File: config.mk
export PLATFORM = sky130hd
export DESIGN_NAME = vdp_host_port
export DESIGN_NICKNAME = d
export VERILOG_FILES = /design/src/rtl/vdp_host_pkg.sv /design/src/rtl/vdp_dest_decode.sv /design/src/rtl/vdp_offset_ctr.sv /design/src/rtl/vdp_word_buf.sv /design/src/rtl/vdp_host_port.sv
export SDC_FILE = /design/constraint.sdc
export NUM_CORES = 1
export LEC_CHECK = 0
export BUFFER_PORTS_ARGS = -buffer_cell sky130_fd_sc_hd__buf_2
export CORE_MARGIN = 2
export CORE_UTILIZATION = 35
export DETAILED_ROUTE_END_ITERATION = 7
export HOLD_SLACK_MARGIN = 0.1
export PLACE_DENSITY = 0.71
export REMOVE_ABC_BUFFERS = 1
export SLEW_MARGIN = 10
export SYNTH_ARGS = -nofsm -noshare
export SYNTH_HDL_FRONTEND = slang
export SYNTH_SLANG_ARGS = --single-unit
File: constraint.sdc
create_clock -name clk -period 2.5 [get_ports clk]
set_clock_uncertainty 0.15 [all_clocks]
set_input_delay 0.625 -clock clk [delete_from_list [all_inputs] [get_ports clk]]
set_output_delay 0.625 -clock clk [all_outputs]
set_load 0.03 [all_outputs]
File: src/rtl/vdp_host_pkg.sv
package vdp_host_pkg;
  typedef enum logic [1:0] {
    TGT_MAIN = 2'd0,
    TGT_AUXA = 2'd1,
    TGT_AUXB = 2'd2,
    TGT_BAD  = 2'd3
  } tgt_e;
endpackage

File: src/rtl/vdp_dest_decode.sv
module vdp_dest_decode
  import vdp_host_pkg::*;
#(
  parameter int DATA_W    = 16,
  parameter int AUX_AW    = 8,
  parameter logic [DATA_W-AUX_AW-2:0] AUXA_CODE = 7'h7E,
  parameter logic [DATA_W-AUX_AW-2:0] AUXB_CODE = 7'h7F
) (
  input  logic [DATA_W-1:0] word,
  output tgt_e              tgt,
  output logic [DATA_W-2:0] off
);
  localparam int MAIN_AW = DATA_W - 1;
  localparam int CODE_W  = DATA_W - 1 - AUX_AW;

  logic [CODE_W-1:0] code;
  assign code = word[DATA_W-2 -: CODE_W];

  always_comb begin
    off = '0;
    if (!word[DATA_W-1]) begin
      tgt = TGT_MAIN;
      off = word[MAIN_AW-1:0];
    end else begin
      // auxiliary offsets are byte offsets kept word aligned
      off[AUX_AW-1:0] = {word[AUX_AW-1:1], 1'b0};
      if (code == AUXA_CODE)      tgt = TGT_AUXA;
      else if (code == AUXB_CODE) tgt = TGT_AUXB;
      else                        tgt = TGT_BAD;
    end
  end
endmodule

File: src/rtl/vdp_offset_ctr.sv
module vdp_offset_ctr
  import vdp_host_pkg::*;
#(
  parameter int OFF_W  = 15,
  parameter int AUX_AW = 8
) (
  input  logic             clk,
  input  logic             rst,
  input  logic             load,
  input  logic [OFF_W-1:0] load_val,
  input  tgt_e             tgt,
  input  logic             step,
  output logic [OFF_W-1:0] off
);
  localparam logic [AUX_AW-1:0] AUX_STEP = AUX_AW'(2);

  logic [OFF_W-1:0] off_next;
  logic [AUX_AW-1:0] aux_sum;

  assign aux_sum = off[AUX_AW-1:0] + AUX_STEP;

  always_comb begin
    off_next = off;
    if (load) begin
      off_next = load_val;
    end else if (step) begin
      if (tgt == TGT_MAIN) begin
        off_next = off + OFF_W'(1);
      end else begin
        off_next = '0;
        off_next[AUX_AW-1:0] = aux_sum;
      end
    end
  end

  always_ff @(posedge clk) begin
    if (rst) off <= '0;
    else     off <= off_next;
  end
endmodule

File: src/rtl/vdp_word_buf.sv
module vdp_word_buf #(
  parameter int DATA_W = 16
) (
  input  logic              clk,
  input  logic              rst,
  input  logic              flush,
  input  logic              wr,
  input  logic [DATA_W-1:0] wdata,
  input  logic              pop,
  output logic              full,
  output logic [DATA_W-1:0] data
);
  always_ff @(posedge clk) begin
    if (rst) begin
      full <= 1'b0;
      data <= '0;
    end else begin
      if (wr) data <= wdata;
      if (flush)    full <= 1'b0;
      else if (wr)  full <= 1'b1;
      else if (pop) full <= 1'b0;
    end
  end
endmodule

File: src/rtl/vdp_host_port.sv
module vdp_host_port
  import vdp_host_pkg::*;
#(
  parameter int DATA_W = 16,
  parameter int AUX_AW = 8
) (
  input  logic              clk,
  input  logic              rst,
  input  logic              host_strobe,
  input  logic              host_write,
  input  logic              host_sel,
  input  logic [DATA_W-1:0] host_wdata,
  input  logic [DATA_W-1:0] status_in,
  output logic [DATA_W-1:0] host_rdata,
  input  logic              mem_ack,
  output logic              mem_req,
  output logic [1:0]        mem_target,
  output logic [DATA_W-2:0] mem_offset,
  output logic [DATA_W-1:0] mem_wdata,
  output logic              fifo_full
);
  localparam int OFF_W = DATA_W - 1;

  logic dest_wr, data_wr, stat_rd, pop;
  tgt_e dec_tgt, tgt_q;
  logic [OFF_W-1:0] dec_off;

  assign dest_wr = host_strobe &  host_write & ~host_sel;
  assign data_wr = host_strobe &  host_write &  host_sel;
  assign stat_rd = host_strobe & ~host_write & ~host_sel;
  assign pop     = mem_req & mem_ack & ~dest_wr;

  vdp_dest_decode #(.DATA_W(DATA_W), .AUX_AW(AUX_AW)) u_dec (
    .word (host_wdata),
    .tgt  (dec_tgt),
    .off  (dec_off)
  );

  always_ff @(posedge clk) begin
    if (rst)          tgt_q <= TGT_MAIN;
    else if (dest_wr) tgt_q <= dec_tgt;
  end

  vdp_offset_ctr #(.OFF_W(OFF_W), .AUX_AW(AUX_AW)) u_off (
    .clk      (clk),
    .rst      (rst),
    .load     (dest_wr),
    .load_val (dec_off),
    .tgt      (tgt_q),
    .step     (pop),
    .off      (mem_offset)
  );

  vdp_word_buf #(.DATA_W(DATA_W)) u_buf (
    .clk   (clk),
    .rst   (rst),
    .flush (dest_wr),
    .wr    (data_wr),
    .wdata (host_wdata),
    .pop   (pop),
    .full  (fifo_full),
    .data  (mem_wdata)
  );

  always_ff @(posedge clk) begin
    if (rst)          host_rdata <= '0;
    else if (stat_rd) host_rdata <= status_in;
  end

  assign mem_req    = fifo_full & (tgt_q != TGT_BAD);
  assign mem_target = tgt_q;
endmodule

## Word-level counts from Yosys, hierarchy flattened

Cells that the tools add are included.
W data, S select, Z words.

- Eq/ne operators: 3
- Muxes and demuxes: 10
- Reductions and logical operators: 4
- $add $sub $neg: 2
- Bitwise operators: 11

Operators by type and width:

| kind | count |
|---|---|
| $mux W15 | 3 |
| $add A15 B1 Y15 const B | 1 |
| $eq A7 B7 Y1 const B | 2 |
| $add A8 B2 Y8 const B | 1 |
| $and A1 B1 Y1 | 8 |
| $mux W7 | 1 |
| $mux W1 | 4 |
| $mux W2 | 2 |
| $reduce_bool A2 Y1 | 2 |
| $not A1 Y1 | 3 |
| $logic_not A2 Y1 | 1 |
| $ne A2 B2 Y1 const B | 1 |
| $reduce_or A2 Y1 | 1 |

- Register bits after elaboration: 50
- Output and inout port bits: 51
- Word-level logic and storage cells: 35
- Input bits: 38

## Longest topological paths before layout

Gate-level depths: netlist (run 1).

- Depth in word-level cells: 6
- Mapped depth: 6
- Mapped depth without buffers: 5

## Cells and area by module

From an unflattened synthesis (run 1), not the netlist that was laid out.

- Cells, all modules: 281
- Area, all modules: 2627.5 um^2

Modules (own cells, without submodules):

| module | sequential area each (um^2) | cells an instance | area each (um^2) | times used |
|---|---|---|---|---|
| vdp_offset_ctr | 300.3 | 122 | 1014.7 | 1 |
| vdp_host_port | 360.3 | 83 | 859.6 | 1 |
| vdp_word_buf | 340.3 | 56 | 619.3 | 1 |
| vdp_dest_decode | 0.0 | 20 | 133.9 | 1 |

## Least setup slack after synthesis (run 1)

OpenSTA, ideal clock, no wires.

- Path kind: reg-to-reg
- From: reg u_off.off[1]
- To: reg u_off.off[4]
- Path slack: 0.346 ns
- Buffers on the path: 0
- Stages on the path, launching flop included: 6
- Clock period less this slack: 2.154 ns
- Required time: 2.264 ns
- Library setup time: 0.086 ns
- Data arrival time: 1.919 ns
- Cell sequence: dfxtp_1 ha_1 or3b_4 a2111oi_0 xnor2_1 a211oi_1

- Cells in the longest elaborated chain, start to end: 4
- Elaborated cells between the ends (all ways): 5
- Those cells by class: add/sub (2); mux (3)

Ends and longest elaborated chain:

| item | line | source |
|---|---|---|
| from (decl) | vdp_offset_ctr.sv:13 | `output logic [OFF_W-1:0] off` |
| from (signal assigned) | vdp_offset_ctr.sv:38 | `else off <= off_next;` |
| $add A15 B1 Y15 / $add A8 B2 Y8 (equally long branches) | vdp_offset_ctr.sv:28, vdp_offset_ctr.sv:20 |  |
| $mux W15 (*) | vdp_offset_ctr.sv:27 | `if (tgt == TGT_MAIN) begin` |
| $mux W15 (*) | vdp_offset_ctr.sv:26 | `end else if (step) begin` |
| $mux W15 (*) | vdp_offset_ctr.sv:24 | `if (load) begin` |

Mark *: on every way between the ends. The rest lies on a longest branch, timed or not. The select of a mux whose other input is x is not followed.
A chain may end at the register's enable or synchronous reset.

## Worst setup path in the final report (run 1)

- From: reg tgt_q[0] (netlist: mem_target[0])
- To: out mem_req

- Cells in the longest elaborated chain, start to end: 2

Ends and longest elaborated chain:

| item | line | source |
|---|---|---|
| from (decl) | vdp_host_port.sv:25 | `tgt_e dec_tgt, tgt_q;` |
| from (signal assigned) | vdp_host_port.sv:41 | `else if (dest_wr) tgt_q <= dec_tgt;` |
| $ne A2 B2 Y1 | vdp_host_port.sv:70 | `assign mem_req = fifo_full & (tgt_q != TGT_BAD);` |
| $and A1 B1 Y1 | vdp_host_port.sv:70 |  |
| to (decl) | vdp_host_port.sv:16 | `output logic mem_req,` |

No other way between the ends.

==> results of run 1 <==
-- state kept, by name, indices dropped and copies added (netlist names) --
name and cells:
u_buf.full 1, host_rdata 16, mem_target 2, u_buf.data 16, u_off.off 15
-- placed cells by master, fill, tap and decap left out, types with 2 or more instances in the layout --
cell type   n
clkbuf_8    8
o21ai_0     5
inv_1       2
and3_1      2
nor3b_1     5
nand3_1     7
or3_1       3
nor3_1      7
a2111oi_0   3
o211ai_1    5
nor2_1     16
a21oi_1    42
or4_1       4
a211oi_1    4
buf_2      88
nand4_1     6
o221ai_1    3
a221oi_1    2
ha_1        2
o311ai_0    2
and2_1      4
nand2_1    75
buf_4       9
xnor2_1     2
dfxtp_1    50
a311oi_1    2
nand3b_1    3
-- cells in the mapped netlist (2+ instances only) --
cell type,number
o221ai_1,3
nand2_1,75
a221oi_1,2
nor3b_1,5
nand3b_1,3
inv_1,2
nand4_1,6
a211oi_1,4
a2111oi_0,3
dfxtp_1,50
and3_1,2
nand3_1,7
nor2_1,16
nor3_1,7
a311oi_1,2
o21ai_0,5
ha_1,2
xnor2_1,2
a21oi_1,42
o311ai_0,2
and2_1,4
clkbuf_1,17
or3_1,3
or4_1,4
o211ai_1,5
-- logic make-up after synthesis --
kind of cell               after synthesis
and+or+nand+nor                        140
AOI/OAI and AO/OA                       76
DFF                                     50
buffers and inverters                   21
xor gates and xnor gates                 3
adders and majority gates                2
-- final cells by class --
| class | count | area (um2) | area share (%) |
|---|---|---|---|
| sequential | 50 | 1001 | 34.33 |
| timing repair buffer | 97 | 508.0 | 17.42 |
| tap | 77 | 96.34 | 3.305 |
| multi-input combinational | 221 | 1192 | 40.90 |
| clock buffer | 8 | 110.1 | 3.777 |
| inverter | 2 | 7.507 | 0.2575 |
-- metal layers --
| layer | GRT usage, % | vias up | routed length (um) |
|---|---|---|---|
| li1 | - | 1208 | - |
| met2 | 30.42 | 85 | 2971 |
| met5 | 0 | - | 0 |
| met4 | 6.061 | 0 | 58 |
| met3 | 3.933 | 6 | 510 |
| met1 | 24.39 | 1096 | 3025 |
-- worst max-delay path, stage by stage (launching register included) --
cell	delay, ns
dfxtp_1	0.51
nand2_1	0.24
and2_1	0.23
buf_2	0.17
-- worst paths after layout --
kind / slack (ns) / cells after the start / to / start
setup / recovery: 0.28 / 3 / mem_req / mem_target[0]$_SDFFE_PP0P_
hold / removal: 0.31 / 2 / host_rdata[15]$_SDFFE_PP0P_ / host_rdata[15]$_SDFFE_PP0P_
setup reg to reg: 0.38 / 5 / u_off.off[6]$_SDFFE_PP0P_ / u_off.off[1]$_SDFFE_PP0P_
hold reg to reg: 0.31 / 2 / host_rdata[15]$_SDFFE_PP0P_ / host_rdata[15]$_SDFFE_PP0P_
-- per-stage QoR --
stage	util, %	cell area [um2]
after floorplan	-	2201
after global placement	44.43	2805
after detailed placement	44.43	2805
after CTS	46.18	2915
after global routing	46.18	2915
final	46.18	2915
-- power groups by stage --
stage / clock network, W / logic (W) / registers (W)
after floorplan: 0 / 0.0000857 / 0.000938
after global placement: 0 / 0.000266 / 0.000879
after detailed placement: 0 / 0.000270 / 0.000879
after CTS: 0.000561 / 0.000271 / 0.000861
after global routing: 0.000590 / 0.000295 / 0.000868
final: 0.000539 / 0.000270 / 0.000862
==> results_dict.tcl, run 1 <==
set metrics [dict create \
    clock_power_share_pct 32.3 \
    worstPathArrival_ns 1.45 \
    max_slew_margin_pct 64.10 \
    synth_area_mm2 0.002280 \
    fmax_mhz 450.0 \
    synth_seq_cells 50 \
    cts_buffers 5 \
    cts.sinks 50 \
    fin_crit_ns 2.222 \
    netlist.area_leader.share_pct 43.91 \
    dp_hpwl_um 4805 \
    cts_hold_buf 0 \
    portBuffers 88 \
    fin_setup_tns_ns 0 \
    fin_worst_hold_slack_ns 0.3056 \
    initial_core_util_pct 36.11 \
    die_area_mm2 0.007175 \
    intPower_w 0.001203 \
    cts-root-buf "clkbuf_8" \
    ys_seq_area_share_pct 43.91 \
    dp_slack_ns 0.2179 \
    die_y_um 84.71 \
    grt_pass1_wl_um 10930 \
    setup_ws_ns 0.2780 \
    cts_repair_resize_count 0 \
    max-cap-violations 0 \
    grt_max_degree 36 \
    postRouteWirelength_um 6565 \
    outcome "finished clean" \
    insertion_delay_ns 0.30 \
    std_cell_rows 29 \
    synthMuxAreaShare_pct 0 \
    setup_viol 0 \
    synth_cell_types 44 \
    synth-edff-count 0 \
    critical_path.startpoint_type "flip-flop" \
    antenna_found_initial 0 \
    areaGrowthSynthToFinish_pct 27.88 \
    post-cts-setup-buffers 0 \
    synthArstFlopShare_pct 0 \
    synthCells 292 \
    num-nets-final 417 \
    htreeDepth 2 \
    synth_top_family_by_area "simple AND/OR/NAND/NOR gates" \
    antenna_cells 0 \
    endpoint_kind "output port" \
    cts.path.max_buffers 2 \
    pwr-share-seq_pct 51.6 \
    drive_above_1_share_pct 29.10 \
    p_per_area_mw_per_mm2 573.1 \
    synthTopCellsByArea "dfxtp_1, nand2_1, a21oi_1, clkbuf_1, nor2_1" \
    synth_compound_area_share_pct 20.97 \
    total_power_w 0.001671 \
    cts_tree "done" \
    netSwitchingFraction_pct 28.01 \
    path_class "flip-flop to output port" \
    synth_xor_xnor_area_share_pct 1.153 \
    cp_max_fo 9 \
    min_path_type "flip-flop to flip-flop" \
    pin_count 89 \
    drt_first_iter_violations 137 \
    grt_util_all_layers_pct 18.56 \
    synth_top_area_cell "dfxtp_1" \
    synth_warnings 0 \
    avgViaCountPerCell 5.264 \
    final.fill_count 654 \
    rsz0062_at_grt "no" \
    netSwitchingPower_w 0.0004680 \
    vias 2395 \
    synth_ff_type "dfxtp_1" \
    dr.pass1.iters 4 \
    tightest_slew_ns 0.5385 \
    finalNonFillerCells 455 \
    timing.final.crit_share_pct 88.88 \
    grt_overflow 0 \
    syn_area_per_cell_um2 7.807 \
    cp.required_ns 1.73 \
    p_leak_nw 1.222 \
    wl_per_cell_um 14.43 \
    die-width_um 84.71 \
    core_mm2 0.006314 \
    synth-simple-area-share_pct 29.09 \
    slew_viol_final 0 \
    comb_power_share_pct 16.1 \
    finalHoldViolCount 0 \
    place_congestion 0.8880 \
    clk_pin_slew_ns 0.09 \
    ir_worst_vdd_mv 0.2858 \
    dp.cells 447 \
    synthAdderAreaFrac_pct 1.098 \
    grt_pass1_vias 2325 \
    drt_drc_violations_left 0 \
    ant_nets 0 \
]
No activity file was read; power rests on OpenSTA's default activity.
==> inputs of run 2 (changes only) <==
--- a/config.mk
+++ b/config.mk
@@ -5,12 +5,14 @@
 export SDC_FILE = /design/constraint.sdc
 export NUM_CORES = 1
 export LEC_CHECK = 0
+export ABC_AREA = 1
 export BUFFER_PORTS_ARGS = -buffer_cell sky130_fd_sc_hd__buf_2
+export CAP_MARGIN = 20
 export CORE_MARGIN = 2
 export CORE_UTILIZATION = 35
 export DETAILED_ROUTE_END_ITERATION = 7
 export HOLD_SLACK_MARGIN = 0.1
-export PLACE_DENSITY = 0.71
+export PLACE_DENSITY = 0.7
 export REMOVE_ABC_BUFFERS = 1
 export SLEW_MARGIN = 10
 export SYNTH_ARGS = -nofsm -noshare
==> run 2 against run 1 <==
  * Hold slack lost 0.015 ns
  * Cell count up 17%
  * Register-to-register slack better by 0.42 ns
  * Count of clock-buffer cells in the layout shrank 2
  * Area after synthesis grew 8.0%
  * Sequential power grew 2%
  * Setup slack improved by 0.25 ns
  * Flip-flop and latch count is the same
  * Wire length decreased by 3.0%
  * Critical path depth stayed put
  * Critical endpoint unchanged
  * Highest routed layer unchanged
==> results_dict.tcl, run 2 <==
set metrics [dict create \
    timing.final.crit_share_pct 78.84 \
    top_regs "host_rdata (16), u_buf.data (16), u_off.off (15)" \
    comb_power_share_pct 18.6 \
    r2r_start "u_off.off[1]$_SDFFE_PP0P_" \
    synth_cell_types 32 \
    drt_first_iter_violations 178 \
    drive_above_1_share_pct 24.71 \
    cts_buffers 5 \
    insertion_delay_ns 0.29 \
    finalHoldViolCount 0 \
    die_area_mm2 0.007722 \
    multi_input_comb_area_mm2 0.001194 \
    portBuffers 88 \
    fin_setup_tns_ns 0 \
    seqCellArea_mm2 0.001001 \
    synthTopCellsByArea "dfxtp_1, nand2_1, a21oi_1, nand3_1, o21ai_0" \
    max-cap-violations 0 \
    worstPathArrival_ns 1.20 \
    setup_viol 0 \
    netlist.area_leader.share_pct 40.65 \
    std_cell_rows 30 \
    antenna_cells 0 \
    reg2reg_setup_slack_ns 0.80 \
    fin_crit_ns 1.971 \
    layout_common_cells "buf_2, nand2_1, dfxtp_1" \
    vias 2512 \
    ys_seq_area_share_pct 40.65 \
    netSwitchingPower_w 0.0005185 \
    cts.path.max_buffers 2 \
    grt_max_degree 33 \
    clk_pin_slew_ns 0.09 \
    netSwitchingFraction_pct 29.08 \
    cts_tree "done" \
    synth_top_area_cell "dfxtp_1" \
    outcome "finished clean" \
    drt_drc_violations_left 0 \
    grt_pass1_vias 2110 \
    wl_per_cell_um 11.94 \
    intPower_w 0.001264 \
    min_path_type "flip-flop to flip-flop" \
    dp.cells 526 \
    cp.required_ns 1.73 \
    synthCells 355 \
    cts_hold_buf 0 \
    slew_viol_final 0 \
    synth_seq_cells 50 \
    rsz0062_at_grt "no" \
    htreeDepth 2 \
    synth_warnings 0 \
    final_common_cell "buf_2" \
    cts.sinks 50 \
    cts_repair_resize_count 0 \
    clock_power_share_pct 32.4 \
    postRouteWirelength_um 6366 \
    grt_overflow 0 \
    cts-root-buf "clkbuf_8" \
    finalNonFillerCells 533 \
    startpoint "mem_target[0]$_SDFFE_PP0P_" \
    fmax_mhz 507.4 \
    critical_path.startpoint_type "flip-flop" \
    areaGrowthSynthToFinish_pct 25.15 \
    die_y_um 87.88 \
    die-width_um 87.88 \
    synth_area_mm2 0.002462 \
    synth.most_common_cell "nand2_1" \
    endpoint_kind "output port" \
    p_per_area_mw_per_mm2 578.5 \
    tightest_slew_ns 0.5171 \
    hp-start "host_rdata[6]$_SDFFE_PP0P_" \
    dp_hpwl_um 4868 \
    syn_area_per_cell_um2 6.936 \
    final.fill_count 724 \
    place_congestion 0.8244 \
    post-cts-setup-buffers 0 \
    fin_worst_hold_slack_ns 0.2908 \
    grt_util_all_layers_pct 16.48 \
    num-nets-final 477 \
    synthArstFlopShare_pct 0 \
    path_class "flip-flop to output port" \
    max_slew_margin_pct 65.44 \
    dr.pass1.iters 4 \
    cp_max_fo 4 \
    postLayoutCellArea_mm2 0.003082 \
    core_mm2 0.006794 \
    pwr-share-seq_pct 49.1 \
    ant_nets 0 \
    antenna_found_initial 0 \
    dpl-instance-area_mm2 0.002969 \
    synth_ff_type "dfxtp_1" \
    p_leak_nw 1.391 \
    pin_count 89 \
    avgViaCountPerCell 4.713 \
    initial_core_util_pct 36.24 \
    grt_pass1_wl_um 10180 \
    synth-edff-count 0 \
    ir_worst_vdd_mv 0.2951 \
    yosys-top-cells-count "nand2_1, dfxtp_1, a21oi_1" \
]
[run 2: worst max-delay path: stages (launching register included)]
cell	delay (ns)
dfxtp_1	0.45
nand2_1	0.09
and2_1	0.17
buf_2	0.18
[run 2: worst paths after layout]
check | to | depth (start not counted)
min | host_rdata[6]$_SDFFE_PP0P_ | 2
max | mem_req | 3
min reg2reg | host_rdata[6]$_SDFFE_PP0P_ | 2
max reg2reg | u_off.off[13]$_SDFFE_PP0P_ | 8
[run 2: cells by family (layout without fill, tap and decap cells)]
kind of cell | after synthesis | count (layout) | synth area share [%]
xor+xnor | 1 | 1 | 0.3558
simple gates | 148 | 148 | 27.95
compound gates | 91 | 91 | 19.16
fa+ha+maj | 2 | 2 | 1.016
flops | 50 | 50 | 40.65
buf+inv | 63 | 145 | 10.87
[run 2: stage by stage]
step | setup WS (ns) | power, W | utilization, %
after floorplan | 0.6603 | 0.001095 | -
after global placement | 0.4855 | 0.001220 | 43.70
after detailed placement | 0.4570 | 0.001225 | 43.70
after CTS | 0.5191 | 0.001808 | 45.36
after global routing | 0.4602 | 0.001875 | 45.36
final | 0.5290 | 0.001783 | 45.36
[run 2: power groups by stage]
stage	Combinational [W]	Clock, W	Sequential [W]
6_report	0.000331	0.000577	0.000875
5_1_grt	0.000366	0.000628	0.000881
4_1_cts	0.000333	0.000601	0.000874
3_5_place_dp	0.000333	0	0.000893
3_3_place_gp	0.000328	0	0.000892
2_1_floorplan	0.000125	0	0.000969
[run 2: layout make-up]
type,instances,share of cell area [%]
multi-input cells,242,38.73
flip-flops and latches,50,32.48
repair buffers,91,15.43
inverters,47,5.806
well taps,96,3.898
clock buffers,6,2.680
clock inverters,1,0.9744
[run 2: layer usage]
layer	vias to the layer above	share of wire, %	GRT usage [%]
met5	-	0	0
met2	86	46	24.93
met4	0	0.63	4.476
li1	1335	-	-
met1	1089	45	24.12
met3	2	7.7	2.922
==> inputs of run 3 (changes only) <==
--- a/config.mk
+++ b/config.mk
@@ -12,7 +12,7 @@
 export CORE_UTILIZATION = 35
 export DETAILED_ROUTE_END_ITERATION = 7
 export HOLD_SLACK_MARGIN = 0.1
-export PLACE_DENSITY = 0.7
+export PLACE_DENSITY = 0.72
 export REMOVE_ABC_BUFFERS = 1
 export SLEW_MARGIN = 10
 export SYNTH_ARGS = -nofsm -noshare
==> constraint.sdc (replaced) <==
create_clock -name clk -period 1.71 [get_ports clk]
set_clock_uncertainty 0.15 [all_clocks]
set_input_delay 0.4275 -clock clk [delete_from_list [all_inputs] [get_ports clk]]
set_output_delay 0.4275 -clock clk [all_outputs]
set_load 0.03 [all_outputs]
==> run 3 against run 2 <==
  * Setup slack got worse by 0.45 ns
  * Flip-flop and latch count did not move
  * Cell count up 1.5%
  * Register-to-register slack got worse by 0.66 ns
  * Via count increased by 4.5%
  * Largest power group unchanged
==> results_dict.tcl, run 3 (synthesis gave the netlist of run 2 again) <==
set metrics [dict create \
    outcome "finished clean" \
    grt_overflow 0 \
    fin_setup_tns_ns 0 \
    core_mm2 0.006794 \
    portBuffers 88 \
    p_per_area_mw_per_mm2 785.2 \
    critical_path.startpoint_type "flip-flop" \
    pin_count 89 \
    insertion_delay_ns 0.30 \
    grt_pass1_vias 2408 \
    worstPathArrival_ns 1.05 \
    grt_max_degree 33 \
    drt_first_iter_violations 144 \
    endpoint_kind "output port" \
    reg2reg_setup_slack_ns 0.14 \
    antenna_cells 0 \
    cp.required_ns 1.13 \
    max-cap-violations 0 \
    timing.final.crit_share_pct 95.09 \
    final.fill_count 701 \
    vias 2626 \
    cts-root-buf "clkbuf_8" \
    final_common_cell "buf_2" \
    top_regs "host_rdata (16), u_buf.data (16), u_off.off (15)" \
    ir_worst_vdd_mv 0.3648 \
    avgViaCountPerCell 4.854 \
    dr.pass1.iters 4 \
    highest_layer "met4" \
    drive_above_1_share_pct 27.42 \
    antenna_found_initial 0 \
    cts.sinks 50 \
    cts.path.max_buffers 2 \
    startpoint "mem_target[0]$_SDFFE_PP0P_" \
    num-nets-final 485 \
    r2r_start "u_off.off[1]$_SDFFE_PP0P_" \
    fin_crit_ns 1.626 \
    clk_pin_slew_ns 0.09 \
    endpoint "mem_req" \
    areaGrowthSynthToFinish_pct 27.39 \
    wl_per_cell_um 12.41 \
    die_area_mm2 0.007722 \
    finalHoldViolCount 0 \
    ff2ff_path_depth 8 \
    initial_core_util_pct 36.24 \
    worst_path_largest_cell_delay_ns 0.37 \
    path_class "flip-flop to output port" \
    cp_slowest_cell "dfxtp_4" \
    tightest_slew_ns 0.3038 \
    drt_drc_violations_left 0 \
    min_path_type "input pin to flip-flop" \
    die-width_um 87.88 \
    fin_worst_hold_slack_ns 0.2475 \
    grt_util_all_layers_pct 17.23 \
    met2_length_um 3116 \
    layout_common_cells "buf_2, nand2_1, dfxtp_1" \
    whs_path_depth 3 \
    max_slew_margin_pct 79.56 \
    grt_pass1_wl_um 10810 \
    timing.rr.end "u_off.off[13]$_SDFFE_PP0P_" \
    cp_max_fo 4 \
    fmax_mhz 615.0 \
    wl_met1_um 3077 \
    cts_buffers 5 \
    crit_cells 3 \
    cts_tree "done" \
    p_leak_nw 1.413 \
    slew_viol_final 0 \
    place_congestion 0.9103 \
    rsz0062_at_grt "no" \
    dp_hpwl_um 5121 \
    path_cells "nand2_1 -> and2_4 -> buf_6" \
    die_y_um 87.88 \
    wl_met3_um 418 \
    post-cts-setup-buffers 0 \
    crit_family "flip-flops" \
    htreeDepth 2 \
    timing.critical_path.buf_inv 1 \
    postRouteWirelength_um 6712 \
    ant_nets 0 \
    total_power_w 0.002463 \
    std_cell_rows 30 \
    setup_viol 0 \
]
[run 3: cell count changes in the layout (fill, tap and decap cells not counted), sizes merged]
cell / before / now
clkinvlp: 0 / 1
bufinv: 1 / 0
buf: 91 / 99
[run 3: timing repair]
item                                    in CTS  in global routing
endpoints found under the setup margin       1                  6
endpoints found under the hold margin        0                  0
resized for setup                            3                  8
hold buffers                                 0                  0
[run 3: metrics by stage]
step	util [%]	area, um2	std cells	setup WS [ns]
floorplan	-	2374	339	-0.005000
global placement	44.59	3029	534	0.1051
detailed placement	44.59	3029	534	0.03967
CTS	45.84	3114	541	0.005943
global route	46.17	3137	541	0.0005908
finish	46.17	3137	541	0.08389
[run 3: cell type report]
cell class                 count  area, um2  area share (%)
timing repair buffer          99      541.8           17.27
clock inverter                 1      7.507          0.2393
tap                           96      120.1           3.829
clock buffer                   6      72.57           2.314
inverter                      47      178.9           5.704
multi-input combinational    242       1206           38.45
sequential                    50       1010           32.19
[run 3: routing by layer]
metal | vias to the layer above | GRT usage, %
li1 | 1346 | -
met1 | 1173 | 23.30
met2 | 97 | 27.41
met3 | 10 | 3.959
met4 | 0 | 5.175
met5 | - | 0
[run 3: worst min path at each step]
stage                                        endpoint                        start  slack (ns)
after CTS                  u_buf.data[0]$_SDFFE_PP0P_                host_wdata[0]        0.25
after global placement    host_rdata[12]$_SDFFE_PP0P_  host_rdata[12]$_SDFFE_PP0P_        0.28
final                      host_rdata[4]$_SDFFE_PP0P_                 status_in[4]        0.25
after detailed placement   host_rdata[7]$_SDFFE_PP0P_   host_rdata[7]$_SDFFE_PP0P_        0.28
after floorplan            u_buf.data[0]$_SDFFE_PP0P_                          rst        0.35
after global routing       host_rdata[4]$_SDFFE_PP0P_                 status_in[4]        0.24
[run 3: where the power goes]
part | total [W] | internal, W | switching (W) | leakage [nW]
registers | 0.00127 | 0.00122 | 0.0000506 | 0.410
logic | 0.000513 | 0.000171 | 0.000342 | 0.965
clock network | 0.000676 | 0.000282 | 0.000394 | 0.0373
total | 0.00246 | 0.00168 | 0.000786 | 1.41
[run 3: worst min-delay path: cells and delay by family]
kind | cells | cell delay, ns
AO/OA/AOI/OAI | 2 | 0.17
buffers and inverters | 1 | 0.07
